===== config.mk =====
export PLATFORM = sky130hd
export DESIGN_NAME = sp2hp_converter
export DESIGN_NICKNAME = d
export VERILOG_FILES = /design/src/rtl/hcvt_pkg.sv /design/src/rtl/hcvt_unpack.sv /design/src/rtl/hcvt_classify.sv /design/src/rtl/hcvt_round.sv /design/src/rtl/sp2hp_converter.sv
export SDC_FILE = /design/constraint.sdc
export NUM_CORES = 1
export LEC_CHECK = 0
export BUFFER_PORTS_ARGS = -buffer_cell sky130_fd_sc_hd__buf_4
export CAP_MARGIN = 40
export CORE_UTILIZATION = 45
export DETAILED_ROUTE_END_ITERATION = 6
export GPL_TIMING_DRIVEN = 0
export PLACE_DENSITY = 0.67
export REMOVE_ABC_BUFFERS = 1
export SKIP_CTS_REPAIR_TIMING = 1
export SYNTH_ARGS = -nofsm -noshare
export SYNTH_HDL_FRONTEND = slang
export SYNTH_SLANG_ARGS = --single-unit

===== constraint.sdc =====
create_clock -name clk -period 8.3 [get_ports clk]
set_clock_uncertainty 0.15 [all_clocks]
set_input_delay 0 -clock clk [delete_from_list [all_inputs] [get_ports clk]]
set_output_delay 0 -clock clk [all_outputs]
set_load 0.01 [all_outputs]

===== src/rtl/hcvt_pkg.sv =====
package hcvt_pkg;

    localparam int HALF_W     = 16;
    localparam int HALF_EXP_W = 5;
    localparam int HALF_MAN_W = 10;
    localparam int HALF_BIAS  = 15;
    localparam int REB_W      = 13;
    localparam int GUARD_W    = 26;

    typedef struct packed {
        logic                  sign;
        logic [HALF_EXP_W-1:0] expo;
        logic [HALF_MAN_W-1:0] frac;
    } half_t;

    typedef enum logic [1:0] {
        PATH_SPECIAL,
        PATH_OVERFLOW,
        PATH_NORMAL,
        PATH_TINY
    } path_e;

    function automatic int src_exp_w(bit wide);
        return wide ? 11 : 8;
    endfunction

    function automatic int src_man_w(bit wide);
        return wide ? 20 : 23;
    endfunction

    function automatic int src_bias(bit wide);
        return wide ? 1023 : 127;
    endfunction

    // Round up when the guard bit is set and either something below it or
    // the kept LSB just above it is set.
    function automatic logic round_up(logic [GUARD_W-1:0] mant,
                                      logic [GUARD_W-1:0] gbit);
        logic [GUARD_W-1:0] mask;
        mask = (gbit << 1) + gbit - GUARD_W'(1);
        return ((mant & gbit) != '0) && ((mant & mask) != '0);
    endfunction

endpackage


===== src/rtl/hcvt_unpack.sv =====
module hcvt_unpack
    import hcvt_pkg::*;
#(
    parameter bit WIDE_IN = 1'b0,
    localparam int IN_W = WIDE_IN ? 64 : 32,
    localparam int EW   = src_exp_w(WIDE_IN),
    localparam int MW   = src_man_w(WIDE_IN)
) (
    input  logic [IN_W-1:0] word,
    output logic            sign,
    output logic [EW-1:0]   expo,
    output logic [MW-1:0]   frac,
    output logic            tail_nz
);
    logic [31:0] upper;

    generate
        if (WIDE_IN) begin : g_wide
            assign upper   = word[IN_W-1 -: 32];
            assign tail_nz = |word[IN_W-33:0];
        end else begin : g_narrow
            assign upper   = word;
            assign tail_nz = 1'b0;
        end
    endgenerate

    assign sign = upper[31];
    assign expo = upper[30 -: EW];
    assign frac = upper[MW-1:0];
endmodule


===== src/rtl/hcvt_classify.sv =====
module hcvt_classify
    import hcvt_pkg::*;
#(
    parameter bit WIDE_IN = 1'b0,
    localparam int EW     = src_exp_w(WIDE_IN),
    localparam int REBIAS = src_bias(WIDE_IN) - HALF_BIAS
) (
    input  logic [EW-1:0]           expo,
    output path_e                   path,
    output logic signed [REB_W-1:0] reb
);
    always_comb begin
        reb = $signed(REB_W'(expo)) - $signed(REB_W'(REBIAS));
        if (expo == '1)
            path = PATH_SPECIAL;
        else if (reb >= 31)
            path = PATH_OVERFLOW;
        else if (reb <= 0)
            path = PATH_TINY;
        else
            path = PATH_NORMAL;
    end
endmodule


===== src/rtl/hcvt_round.sv =====
module hcvt_round
    import hcvt_pkg::*;
#(
    parameter bit WIDE_IN = 1'b0,
    localparam int MW       = src_man_w(WIDE_IN),
    localparam int DROP     = MW - HALF_MAN_W,
    localparam int SH_BASE  = DROP + 1,
    localparam int UF_LIMIT = MW + 1
) (
    input  logic                    sign,
    input  logic [MW-1:0]           frac,
    input  logic                    tail_nz,
    input  path_e                   path,
    input  logic signed [REB_W-1:0] reb,
    output half_t                   result
);
    logic [GUARD_W-1:0]    frac_x;
    logic [GUARD_W-1:0]    mant_h;
    logic [GUARD_W-1:0]    gbit_norm;
    logic [GUARD_W-1:0]    gbit_tiny;
    logic [REB_W-1:0]      sh;
    logic [HALF_MAN_W-1:0] tiny_man;
    logic [HALF_MAN_W-1:0] nan_frac;
    logic                  payload_nz;

    always_comb begin
        frac_x     = GUARD_W'(frac);
        mant_h     = frac_x | (GUARD_W'(1) << MW);
        gbit_norm  = GUARD_W'(1) << (DROP - 1);
        sh         = REB_W'(SH_BASE) - $unsigned(reb);
        gbit_tiny  = (sh == '0) ? '0 : (GUARD_W'(1) << (sh - REB_W'(1)));
        tiny_man   = HALF_MAN_W'(mant_h >> sh);
        payload_nz = (frac != '0) || tail_nz;
        nan_frac   = frac[MW-1 -: HALF_MAN_W] | {payload_nz, {(HALF_MAN_W-1){1'b0}}};

        unique case (path)
            PATH_SPECIAL:
                result = '{sign: sign, expo: '1, frac: nan_frac};
            PATH_OVERFLOW:
                result = '{sign: sign, expo: '1, frac: '0};
            PATH_NORMAL:
                result = half_t'({sign, reb[HALF_EXP_W-1:0], frac[MW-1 -: HALF_MAN_W]}
                                 + HALF_W'(round_up(frac_x, gbit_norm)));
            default: begin
                if (sh > REB_W'(UF_LIMIT))
                    result = '{sign: sign, expo: '0, frac: '0};
                else
                    result = half_t'({sign, {HALF_EXP_W{1'b0}}, tiny_man}
                                     + HALF_W'(round_up(mant_h, gbit_tiny)));
            end
        endcase
    end
endmodule


===== src/rtl/sp2hp_converter.sv =====
module sp2hp_converter
    import hcvt_pkg::*;
#(
    parameter bit WIDE_IN = 1'b0,
    localparam int IN_W = WIDE_IN ? 64 : 32,
    localparam int EW   = src_exp_w(WIDE_IN),
    localparam int MW   = src_man_w(WIDE_IN)
) (
    input  logic              clk,
    input  logic              rst,
    input  logic              in_valid,
    input  logic [IN_W-1:0]   in_word,
    output logic              out_valid,
    output logic [HALF_W-1:0] out_half
);
    logic                    f_sign;
    logic [EW-1:0]           f_expo;
    logic [MW-1:0]           f_frac;
    logic                    f_tail_nz;
    path_e                   path;
    logic signed [REB_W-1:0] reb;
    half_t                   conv;

    hcvt_unpack #(.WIDE_IN(WIDE_IN)) u_unpack (
        .word    (in_word),
        .sign    (f_sign),
        .expo    (f_expo),
        .frac    (f_frac),
        .tail_nz (f_tail_nz)
    );

    hcvt_classify #(.WIDE_IN(WIDE_IN)) u_classify (
        .expo (f_expo),
        .path (path),
        .reb  (reb)
    );

    hcvt_round #(.WIDE_IN(WIDE_IN)) u_round (
        .sign    (f_sign),
        .frac    (f_frac),
        .tail_nz (f_tail_nz),
        .path    (path),
        .reb     (reb),
        .result  (conv)
    );

    always_ff @(posedge clk) begin
        if (rst) begin
            out_valid <= 1'b0;
            out_half  <= '0;
        end else begin
            out_valid <= in_valid;
            if (in_valid)
                out_half <= conv;
        end
    end
endmodule


==> results of run 1 <==
-- layer usage --
| metal | vias up | global-route usage (%) | routed length, um |
|---|---|---|---|
| li1 | 2901 | - | - |
| met1 | 2799 | 33.9 | 7320 |
| met2 | 242 | 48.2 | 8310 |
| met3 | 49 | 2.09 | 1030 |
| met4 | 0 | 9.69 | 620 |
| met5 | - | 0 | 0 |
-- registers in the layout (all words and copies together), names as in the netlist --
register,flops
out_valid,1
out_half,16
-- path summary, 6_finish.rpt --
path,slack [ps],cells past startpoint,endpoint
hold / removal,10,3,out_half[2]
setup / recovery,510,32,out_half[9]
setup reg to reg,7010,3,out_half[15]
hold reg to reg,320,2,out_half[2]
-- worst max-delay path: cells and delay by family --
kind,cells,cell delay [ps]
compound gates,12,2730
xor+xnor,2,320
fa+ha+maj,4,1340
buf+inv,4,990
simple gates,10,2390
-- cell usage in the layout, fill, tap and decap left out, drive strengths merged, types with 5 or more instances in the layout --
| master | netlist | final |
|---|---|---|
| a22oi | 7 | 7 |
| a21oi | 48 | 48 |
| ha | 57 | 57 |
| nand3 | 41 | 41 |
| a21o | 8 | 8 |
| nand2b | 7 | 7 |
| buf | 15 | 58 |
| mux4 | 25 | 25 |
| inv | 65 | 65 |
| mux2 | 7 | 7 |
| and3 | 13 | 13 |
| a31oi | 6 | 6 |
| nor2 | 58 | 58 |
| o211ai | 6 | 6 |
| a211oi | 14 | 14 |
| xnor2 | 28 | 28 |
| dfxtp | 17 | 17 |
| nand4b | 5 | 5 |
| o21ai | 49 | 49 |
| nand4 | 14 | 14 |
| and2 | 11 | 11 |
| mux2i | 10 | 10 |
| a221oi | 9 | 9 |
| xor2 | 17 | 17 |
| or3 | 6 | 6 |
| nor2b | 9 | 9 |
| nor4 | 16 | 16 |
| nor3b | 5 | 5 |
| nor3 | 31 | 31 |
| nand2 | 84 | 84 |
-- final cells by class --
| class | count | area [um^2] |
|---|---|---|
| Fill cell | 1196 | 5840 |
| Inverter | 65 | 244 |
| Tap cell | 147 | 184 |
| Multi-Input combinational cell | 644 | 4780 |
| Clock buffer | 4 | 78.8 |
| Sequential cell | 17 | 340 |
| Timing Repair Buffer | 62 | 498 |
-- metrics by stage --
| step | cells | power (W) | TNS [ps] | setup WS, ps |
|---|---|---|---|---|
| global route | 939 | 0.000501 | 0 | 95.5 |
| CTS | 936 | 0.000467 | -204 | -73.2 |
| finish | 939 | 0.000472 | 0 | 509 |
| global placement | 924 | 0.000360 | -7880 | -813 |
| floorplan | 726 | 0.000271 | 0 | 1480 |
| detailed placement | 932 | 0.000370 | -2030 | -289 |
-- power groups by stage --
| stage | Sequential (W) | Clock (W) | Combinational (W) |
|---|---|---|---|
| 2_1_floorplan | 0.0000931 | 0 | 0.000178 |
| 3_3_place_gp | 0.0000907 | 0 | 0.000269 |
| 3_5_place_dp | 0.0000909 | 0 | 0.000279 |
| 4_1_cts | 0.0000892 | 0.0000974 | 0.000280 |
| 5_1_grt | 0.0000896 | 0.000100 | 0.000311 |
| 6_report | 0.0000892 | 0.0000960 | 0.000287 |
-- cell families (layout without fill, tap and decap cells) --
family          Yosys count  after routing  synth area share, %
compound gates          187            187                 22.9
xor+xnor                 45             45                 7.28
buf+inv                 110            131                 8.05
mux                      42             42                 13.4
simple gates            313            313                 29.2
fa+ha+maj                57             57                 12.9
flops                    17             17                 6.17
==> reports/results.md, run 1 <==
| Item | Value |
| --- | --- |
| Vias per Instance | 6.38 |
| Sequential cell fraction of total power | 18.9% |
| Proportion of synthesized chip area in sequential cells | 6.17% |
| Total power density per cell area | 77.2 nW/um^2 |
| Synthesized area per cell | 7.16 um^2 |
| Count of max-cap constraint violations | 0 |
| Die Span Y | 113 um |
| Sinks on Clock Net | 17 |
| Total number of H-tree levels | 1 |
| Most frequent cells after synthesis | sky130_fd_sc_hd__nand2_1 (84), sky130_fd_sc_hd__inv_1 (64), sky130_fd_sc_hd__nor2_1 (58), sky130_fd_sc_hd__ha_1 (57), sky130_fd_sc_hd__a21oi_1 (47) |
| Ant. Diodes | 0 |
| Total CTS buffers | 3 |
| Clock-pin slew of the registers on the worst-case setup and hold paths | 50 ps |
| Yosys top cell area share | 12.9% |
| Grt ovf | 0 |
| Clock latency on the worst-skew pair | 250 ps |
| Area of the die | 12700 um^2 |
| RR Startpoint | out_half[15] |
| Synth-to-Final Area Change | 10.9% |
| Residual antenna-violating net count after detailed routing | 0 |
| IO Pins | 52 |
| Cell area after technology mapping | 5520 um^2 |
| Most area-hungry cell type in the Yosys netlist | sky130_fd_sc_hd__ha_1 |
| Switching Share | 42.8% |
| P_leak | 2.54 nW |
| Outcome | finished clean |
| RSZ-0062 raised after global routing | false |
| Clock tree from TritonCTS | done |
| Post-synth EDFFs | 0 |
| Row cnt | 40 |
| Number of optimization iterations in the first detailed-route pass | 6 |
| Max-Slew Margin vs Limit | 38.3% |
| Synthesis warning total | 0 |
| Root buffer cell | sky130_fd_sc_hd__clkbuf_16 |
| Hold path start | in_valid |
| Routed length per placed instance | 18.4 um |
| Horizontal die dimension | 113 um |
| Final setup fails | 0 |
| CORE AREA | 12000 um^2 |
| Combined global-route utilization of all metal layers | 26.9% |
| Measured slew at the worst slew-check pin | 916 ps |
| Type of the setup path with the least slack | in2reg |
| Clock period minus final worst setup slack | 7790 ps |
| Maximum number of pins on one net before global-route repair | 43 |
| Startpoint type of the worst setup path | primary input |
| RePlAce Congestion | 0.936 |
| Most repeated library cell on the critical path | sky130_fd_sc_hd__ha_1 |
| Dominant register cell in the synthesized netlist | sky130_fd_sc_hd__dfxtp_1 |
| Critical path peak fanout | 42 |
| Via count | 5991 |
| Initial antenna violation count | 0 |
| Timing-limited maximum frequency | 128 MHz |
| Violation count after the first detailed-route iteration | 546 |
| Leading cell type by number of instances after synthesis | sky130_fd_sc_hd__nand2_1 |
| Proportion of power drawn by the clock network | 20.3% |
| Vias in the first global route | 5614 |
| Number of port buffers | 51 |
| Post-synthesis sequential element count | 17 |
| Utilization after layout | 51.2% |
| Total placed instance area | 5990 um^2 |
| Net total in the final layout | 885 |
| Type of the worst min-delay path | in2reg |
| Wire length of the first global-routing pass | 27.8 mm |
| Detailed-route DRC error count | 0 |
| Top post-synthesis cells by area | sky130_fd_sc_hd__ha_1 (13%), sky130_fd_sc_hd__mux4_2 (10%), sky130_fd_sc_hd__dfxtp_1 (6.2%), sky130_fd_sc_hd__nand2_1 (5.7%), sky130_fd_sc_hd__inv_1 (4.4%) |
| Count of distinct cell types in the synthesized netlist | 76 |
| Sw Pwr | 0.000202 W |
| Comb power frac | 60.8% |
| Worst Hold Slack | 12.2 ps |
| Worst endpoint required time | 8320 ps |
| Maximum count of clock buffers along a single path | 2 |
| Gate count of the mapped netlist | 771 |
| Final Max Tran Viols | 0 |
| CP endpoint kind | flop |
| Final count of hold timing violations | 0 |
| Initial Utilization | 46.2% |
| Origin of the worst setup path | in_word[23] |
| Crit-path slowest cell | sky130_fd_sc_hd__nor4_1 |
| Final std cell area, no fill | 6120 um^2 |
| Slowest cell delay on critical path | 720 ps |
| Proportion of register bits with asynchronous set or reset after synthesis | 0% |
| Total wire length | 17.3 mm |
| Share of cells above drive strength 1 | 15.2% |
| Part of the cycle the worst path needs | 93.9% |
| DPL Wire Length | 13.6 mm |
| Data arrival at the endpoint of the critical path | 7820 ps |
| Maximum ir drop on the vdd rail | 0.0618 mV |
| Internal cell power | 0.000270 W |
Power figures use the tool's default switching activity.
==> inputs of run 2 (changes only) <==
BUFFER_PORTS_ARGS = -buffer_cell sky130_fd_sc_hd__buf_2   (was -buffer_cell sky130_fd_sc_hd__buf_4)
==> reports/results.md, run 2 (same netlist as run 1, synthesis figures left out) <==
| Item | Value | vs previous |
| --- | --- | --- |
| Clock period minus final worst setup slack | 7750 ps | was 7790 ps |
| Number of flip-flops under the largest register name | 16 | unchanged |
| Internal cell power | 0.000260 W | was 0.000270 W |
| Comb power frac | 60.3% | was 60.8% |
| Most used cells in the layout excluding fill and tap cells | sky130_fd_sc_hd__nand2_1 (84), sky130_fd_sc_hd__inv_1 (64), sky130_fd_sc_hd__nor2_1 (58) | unchanged |
| Clock latency on the worst-skew pair | 240 ps | was 250 ps |
| Row cnt | 40 | unchanged |
| Vias in the first global route | 5659 | was 5614 |
| Most flops, register | out_half | unchanged |
| IO Pins | 52 | unchanged |
| Hold Path Depth | 2 | was 3 |
| Maximum number of pins on one net before global-route repair | 40 | was 43 |
| Detailed-route DRC error count | 0 | unchanged |
| Proportion of power drawn by the clock network | 20.4% | was 20.3% |
| Violation count after the first detailed-route iteration | 579 | was 546 |
| Maximum ir drop on the vdd rail | 0.0753 mV | was 0.0618 mV |
| Number of optimization iterations in the first detailed-route pass | 5 | was 6 |
| Most repeated library cell on the critical path | sky130_fd_sc_hd__ha_1 | unchanged |
| Number of port buffers | 51 | unchanged |
| P_leak | 2.50 nW | was 2.54 nW |
| Sw Pwr | 0.000202 W | about the same |
| RSZ-0062 raised after global routing | false | unchanged |
| Worst Hold Slack | -26.3 ps | was 12.2 ps |
| Worst endpoint required time | 8260 ps | was 8320 ps |
| Total wire length | 17.4 mm | was 17.3 mm |
| Synth-to-Final Area Change | 7.96% | was 10.9% |
| Clock-pin slew of the registers on the worst-case setup and hold paths | 50 ps | about the same |
| CORE AREA | 12000 um^2 | unchanged |
| Crit path setup slack, layout | 553 ps | was 509 ps |
| Final Max Tran Viols | 0 | unchanged |
| Initial antenna violation count | 0 | unchanged |
| Sum of negative setup slack | 0 ps | unchanged |
| Data arrival at the endpoint of the critical path | 7710 ps | was 7820 ps |
| Biggest registers after layout | out_half: 16 flops, out_valid: 1 flops | unchanged |
| Outcome | finished, violations left | was finished clean |
| Horizontal die dimension | 113 um | unchanged |
| Clock tree from TritonCTS | done | unchanged |
| DPL Wire Length | 13.6 mm | about the same |
| Endpoint of the worst register-to-register path | out_half[15] | unchanged |
| Via count | 6004 | was 5991 |
| Placement Setup Slack | -38.2 ps | was -289 ps |
| Met3 GRT Util | 2.09% | unchanged |
| Timing-limited maximum frequency | 129 MHz | was 128 MHz |
| Area of the die | 12700 um^2 | unchanged |
| Final count of hold timing violations | 3 | was 0 |
| Utilization after layout | 49.8% | was 51.2% |
| Number of cells on the worst reg-to-reg path | 3 | unchanged |
| Sinks on Clock Net | 17 | unchanged |
| Met1 Usage GRT | 36.2% | was 33.9% |
| Most common cell after layout, fill and taps aside | sky130_fd_sc_hd__nand2_1 | unchanged |
| Sequential cell fraction of total power | 19.3% | was 18.9% |
| Share of cells above drive strength 1 | 14.8% | was 15.2% |
| Combined global-route utilization of all metal layers | 27.4% | was 26.9% |
| Residual antenna-violating net count after detailed routing | 0 | unchanged |
| Routed length per placed instance | 18.6 um | was 18.4 um |
| Hold path endpoint | out_valid | was out_half[2] |
| Type of the setup path with the least slack | in2reg | unchanged |
| Max-Slew Margin vs Limit | 39.0% | was 38.3% |
| Hold path start | rst | was in_valid |
| Count of max-cap constraint violations | 0 | unchanged |
| Measured slew at the worst slew-check pin | 911 ps | was 916 ps |
| Setup slack on the worst flop-to-flop path | 7010 ps | about the same |
| Maximum count of clock buffers along a single path | 2 | unchanged |
| Layer with the highest usage after global routing | met2 | unchanged |
| Crit-path slowest cell | sky130_fd_sc_hd__xnor2_2 | was sky130_fd_sc_hd__nor4_1 |
| CP endpoint kind | flop | unchanged |
| Total CTS buffers | 3 | unchanged |
| Met2 Use GR | 48.6% | was 48.2% |
| Vias per Instance | 6.41 | was 6.38 |
| RR Startpoint | out_half[15] | unchanged |
| Critical path peak fanout | 39 | was 42 |
| Total number of H-tree levels | 1 | unchanged |
| RePlAce Congestion | 0.933 | was 0.936 |
| Violated checks | hold timing |  |
| Part of the cycle the worst path needs | 93.3% | was 93.9% |
| Initial Utilization | 46.2% | unchanged |
| Slowest cell delay on critical path | 740 ps | was 720 ps |
| Grt ovf | 0 | unchanged |
| Wire length of the first global-routing pass | 28.6 mm | was 27.8 mm |
| Net total in the final layout | 883 | was 885 |
| Final setup fails | 0 | unchanged |
| Ant. Diodes | 0 | unchanged |
| Die Span Y | 113 um | unchanged |
| Total power density per cell area | 77.6 nW/um^2 | was 77.2 nW/um^2 |
| Type of the worst min-delay path | in2reg | unchanged |
| Overall power after layout | 0.000462 W | was 0.000472 W |
| Root buffer cell | sky130_fd_sc_hd__clkbuf_16 | unchanged |
| Switching Share | 43.7% | was 42.8% |
| Startpoint type of the worst setup path | primary input | unchanged |
[run 2: cell count changes in the layout (fill, tap and decap cells not counted), moves of 2 or more]
cell,change
sky130_fd_sc_hd__buf_2,+51
sky130_fd_sc_hd__buf_4,-51
sky130_fd_sc_hd__nor3_1,+2
sky130_fd_sc_hd__nor3_2,-2
[run 2: through the flow]
stage               area, um^2  hold slack [ps]  std cells
floorplan                 5320            -83.3        726
global placement          5760             89.3        924
detailed placement        5850              102        931
CTS                       5930             -151        935
global route              5960             5.38        937
finish                    5960            -26.3        937
[run 2: how the worst max path moves through the flow]
stage / to / startpoint / depth (start not counted) / slack [ps]
after detailed placement: out_half[1] / in_word[23] / 29 / -40
after CTS: out_half[1] / in_word[23] / 29 / 140
final: out_half[1] / in_word[23] / 29 / 550
after global routing: out_half[9] / in_word[23] / 32 / 20
after floorplan: out_half[8] / in_word[23] / 30 / 1480
after global placement: out_half[4] / in_word[23] / 31 / -1170
[run 2: worst max-delay path: cells and delay by family]
kind                       cells  cell delay, ps
AOI/OAI and AO/OA             14            3610
adders and majority gates      5            1530
and+or+nand+nor                5            1330
xor gates and xnor gates       2             830
buffers and inverters          3             390
[run 2: layer usage]
layer  part of all wire (%)  up-vias
met4                    2.7        0
li1                       -     2885
met2                     49      230
met1                     43     2842
met5                      0        -
met3                    5.6       47
[run 2: final cells by class]
class	count	area, um^2
Timing Repair Buffer	60	347
Inverter	65	244
Clock buffer	3	75.1
Clock inverter	1	5.00
Sequential cell	17	340
Fill cell	1204	6000
Tap cell	147	184
Multi-Input combinational cell	644	4760
[run 2: power by group through the flow]
stage	clock network (W)	logic [W]	registers (W)
after floorplan	0	0.000178	0.0000931
after global placement	0	0.000262	0.0000904
after detailed placement	0	0.000271	0.0000906
after CTS	0.0000957	0.000272	0.0000890
after global routing	0.000100	0.000302	0.0000894
final	0.0000943	0.000279	0.0000890
==> inputs of run 3 (changes only) <==
CORE_ASPECT_RATIO = 0.9   (was default)
==> reports/results.md, run 3 (same netlist as run 1, synthesis figures left out) <==
| Item | Value | vs previous |
| --- | --- | --- |
| Outcome | finished clean | was finished, violations left |
| Row cnt | 37 | was 40 |
| CORE AREA | 11700 um^2 | was 12000 um^2 |
| Count of max-cap constraint violations | 0 | unchanged |
| Type of the setup path with the least slack | in2reg | unchanged |
| Sequential cell area | 340 um^2 | unchanged |
| Root buffer cell | sky130_fd_sc_hd__clkbuf_16 | unchanged |
| Via count | 6108 | was 6004 |
| Critical path destination | out_half[9] | was out_half[1] |
| Number of cells on the worst reg-to-reg path | 3 | unchanged |
| Startpoint type of the worst setup path | primary input | unchanged |
| Type of the worst min-delay path | in2reg | unchanged |
| RR Startpoint | out_half[15] | unchanged |
| Critical path peak fanout | 12 | was 39 |
| Total instance count after detailed placement | 943 | was 931 |
| Area of the die | 12700 um^2 | about the same |
| Slowest cell delay on critical path | 630 ps | was 740 ps |
| Origin of the worst setup path | in_word[27] | was in_word[23] |
| IO Pins | 52 | unchanged |
| RePlAce Congestion | 0.955 | was 0.933 |
| Total CTS buffers | 3 | unchanged |
| Wire length of the first global-routing pass | 29.4 mm | was 28.6 mm |
| Violation count after the first detailed-route iteration | 672 | was 579 |
| Data arrival at the endpoint of the critical path | 7730 ps | was 7710 ps |
| Net total in the final layout | 887 | was 883 |
| Worst Hold Slack | 70.4 ps | was -26.3 ps |
| Number of flip-flops under the largest register name | 16 | unchanged |
| Most common cell after layout, fill and taps aside | sky130_fd_sc_hd__nand2_1 | unchanged |
| Combined global-route utilization of all metal layers | 28.7% | was 27.4% |
| Final count of hold timing violations | 0 | was 3 |
| Clock-pin slew of the registers on the worst-case setup and hold paths | 50 ps | about the same |
| Routed length per placed instance | 19.2 um | was 18.6 um |
| RSZ-0062 raised after global routing | false | unchanged |
| CP endpoint kind | flop | unchanged |
| Initial Utilization | 47.3% | was 46.2% |
| Most repeated library cell on the critical path | sky130_fd_sc_hd__ha_1 | unchanged |
| Number of optimization iterations in the first detailed-route pass | 6 | was 5 |
| Max-Slew Margin vs Limit | 41.5% | was 39.0% |
| Total wire length | 18.3 mm | was 17.4 mm |
| Grt ovf | 0 | unchanged |
| Share of cells above drive strength 1 | 14.7% | was 14.8% |
| Sum of negative setup slack | 0 ps | unchanged |
| Vias per Instance | 6.43 | was 6.41 |
| Detailed-route DRC error count | 0 | unchanged |
| Biggest registers after layout | out_half: 16 flops, out_valid: 1 flops | unchanged |
| Number of port buffers | 51 | unchanged |
| Ant. Diodes | 0 | unchanged |
| Part of the cycle the worst path needs | 92.8% | was 93.3% |
| Most used cells in the layout excluding fill and tap cells | sky130_fd_sc_hd__nand2_1 (84), sky130_fd_sc_hd__inv_1 (64), sky130_fd_sc_hd__nor2_1 (58) | unchanged |
| Maximum count of clock buffers along a single path | 2 | unchanged |
| Timing-limited maximum frequency | 130 MHz | was 129 MHz |
| Total number of H-tree levels | 1 | unchanged |
| Endpoint of the worst register-to-register path | out_half[15] | unchanged |
| Total power density per cell area | 78.4 nW/um^2 | was 77.6 nW/um^2 |
| DPL Wire Length | 14.5 mm | was 13.6 mm |
| Maximum ir drop on the vdd rail | 0.0690 mV | was 0.0753 mV |
| Count of filler cells inserted in the layout | 1151 | was 1204 |
| Clock tree from TritonCTS | done | unchanged |
| Clock latency on the worst-skew pair | 250 ps | was 240 ps |
| Most flops, register | out_half | unchanged |
| Synth-to-Final Area Change | 9.16% | was 7.96% |
| Maximum number of pins on one net before global-route repair | 40 | unchanged |
| Die Span Y | 107 um | was 113 um |
| Initial antenna violation count | 0 | unchanged |
| Sinks on Clock Net | 17 | unchanged |
| Setup slack on the worst flop-to-flop path | 6960 ps | was 7010 ps |
| Final setup fails | 0 | unchanged |
| Vias in the first global route | 5550 | was 5659 |
| Horizontal die dimension | 119 um | was 113 um |
| Overall power after layout | 0.000472 W | was 0.000462 W |
| Measured slew at the worst slew-check pin | 871 ps | was 911 ps |
| Multi-input combinational cell area | 4790 um^2 | was 4760 um^2 |
| Worst endpoint required time | 8320 ps | was 8260 ps |
| Final Max Tran Viols | 0 | unchanged |
| P_leak | 2.51 nW | was 2.50 nW |
| Crit-path slowest cell | sky130_fd_sc_hd__a2111oi_1 | was sky130_fd_sc_hd__xnor2_2 |
| Final standard cell count with taps included and fillers excluded | 950 | was 937 |
| Clock period minus final worst setup slack | 7710 ps | was 7750 ps |
| Residual antenna-violating net count after detailed routing | 0 | unchanged |
run 3: cell count changes in the layout (fill, tap and decap cells not counted), sizes merged:
cell,change
dlygate4sd3,+1
buf,+3
clkbuf,+1
clkinv,-1
run 3: stage by stage:
stage | setup slack [ps] | instance area, um^2 | utilization, %
5_1_grt | 4.99 | 6030 | 51.7
3_3_place_gp | -1480 | 5770 | 49.5
2_1_floorplan | 1480 | 5320 | -
3_5_place_dp | 138 | 5880 | 50.4
4_1_cts | 361 | 5960 | 51.1
6_report | 594 | 6030 | 51.7
run 3: worst min path at each step:
stage              endpoint  slack [ps]  cells past startpoint         from
2_1_floorplan     out_valid         -80                      1          rst
3_3_place_gp   out_half[15]          90                      3  in_word[31]
3_5_place_dp   out_half[15]         110                      3  in_word[31]
4_1_cts        out_half[15]        -150                      3  in_word[31]
5_1_grt        out_half[10]         120                      3     in_valid
6_report        out_half[8]          70                      3     in_valid
run 3: critical path, delay by kind of cell:
kind                     cells  cell delay (ps)
XOR/XNOR                     2              310
AO/OA/AOI/OAI               14             3640
AND/OR/NAND/NOR              8             1810
adder cells (fa/ha/maj)      4             1340
buffers and inverters        4              630
run 3: routing by layer:
layer	vias to the layer above	track usage [%]	part of all wire (%)
li1	2898	-	-
met3	24	5.74	9.4
met4	0	4.34	1.2
met5	-	0	0
met2	299	42.3	43
met1	2887	43.2	47
run 3: power breakdown:
group          internal [W]  total (W)  switching (W)
Sequential        0.0000867  0.0000889     0.00000220
Combinational      0.000111   0.000286       0.000175
Clock             0.0000653  0.0000974      0.0000322
run 3: layout make-up:
cell class,count,share of cell area (%)
multi-input cells,644,79.4
repair buffers,64,6.33
flip-flops and latches,17,5.65
inverters,65,4.05
well taps,156,3.24
clock buffers,4,1.31
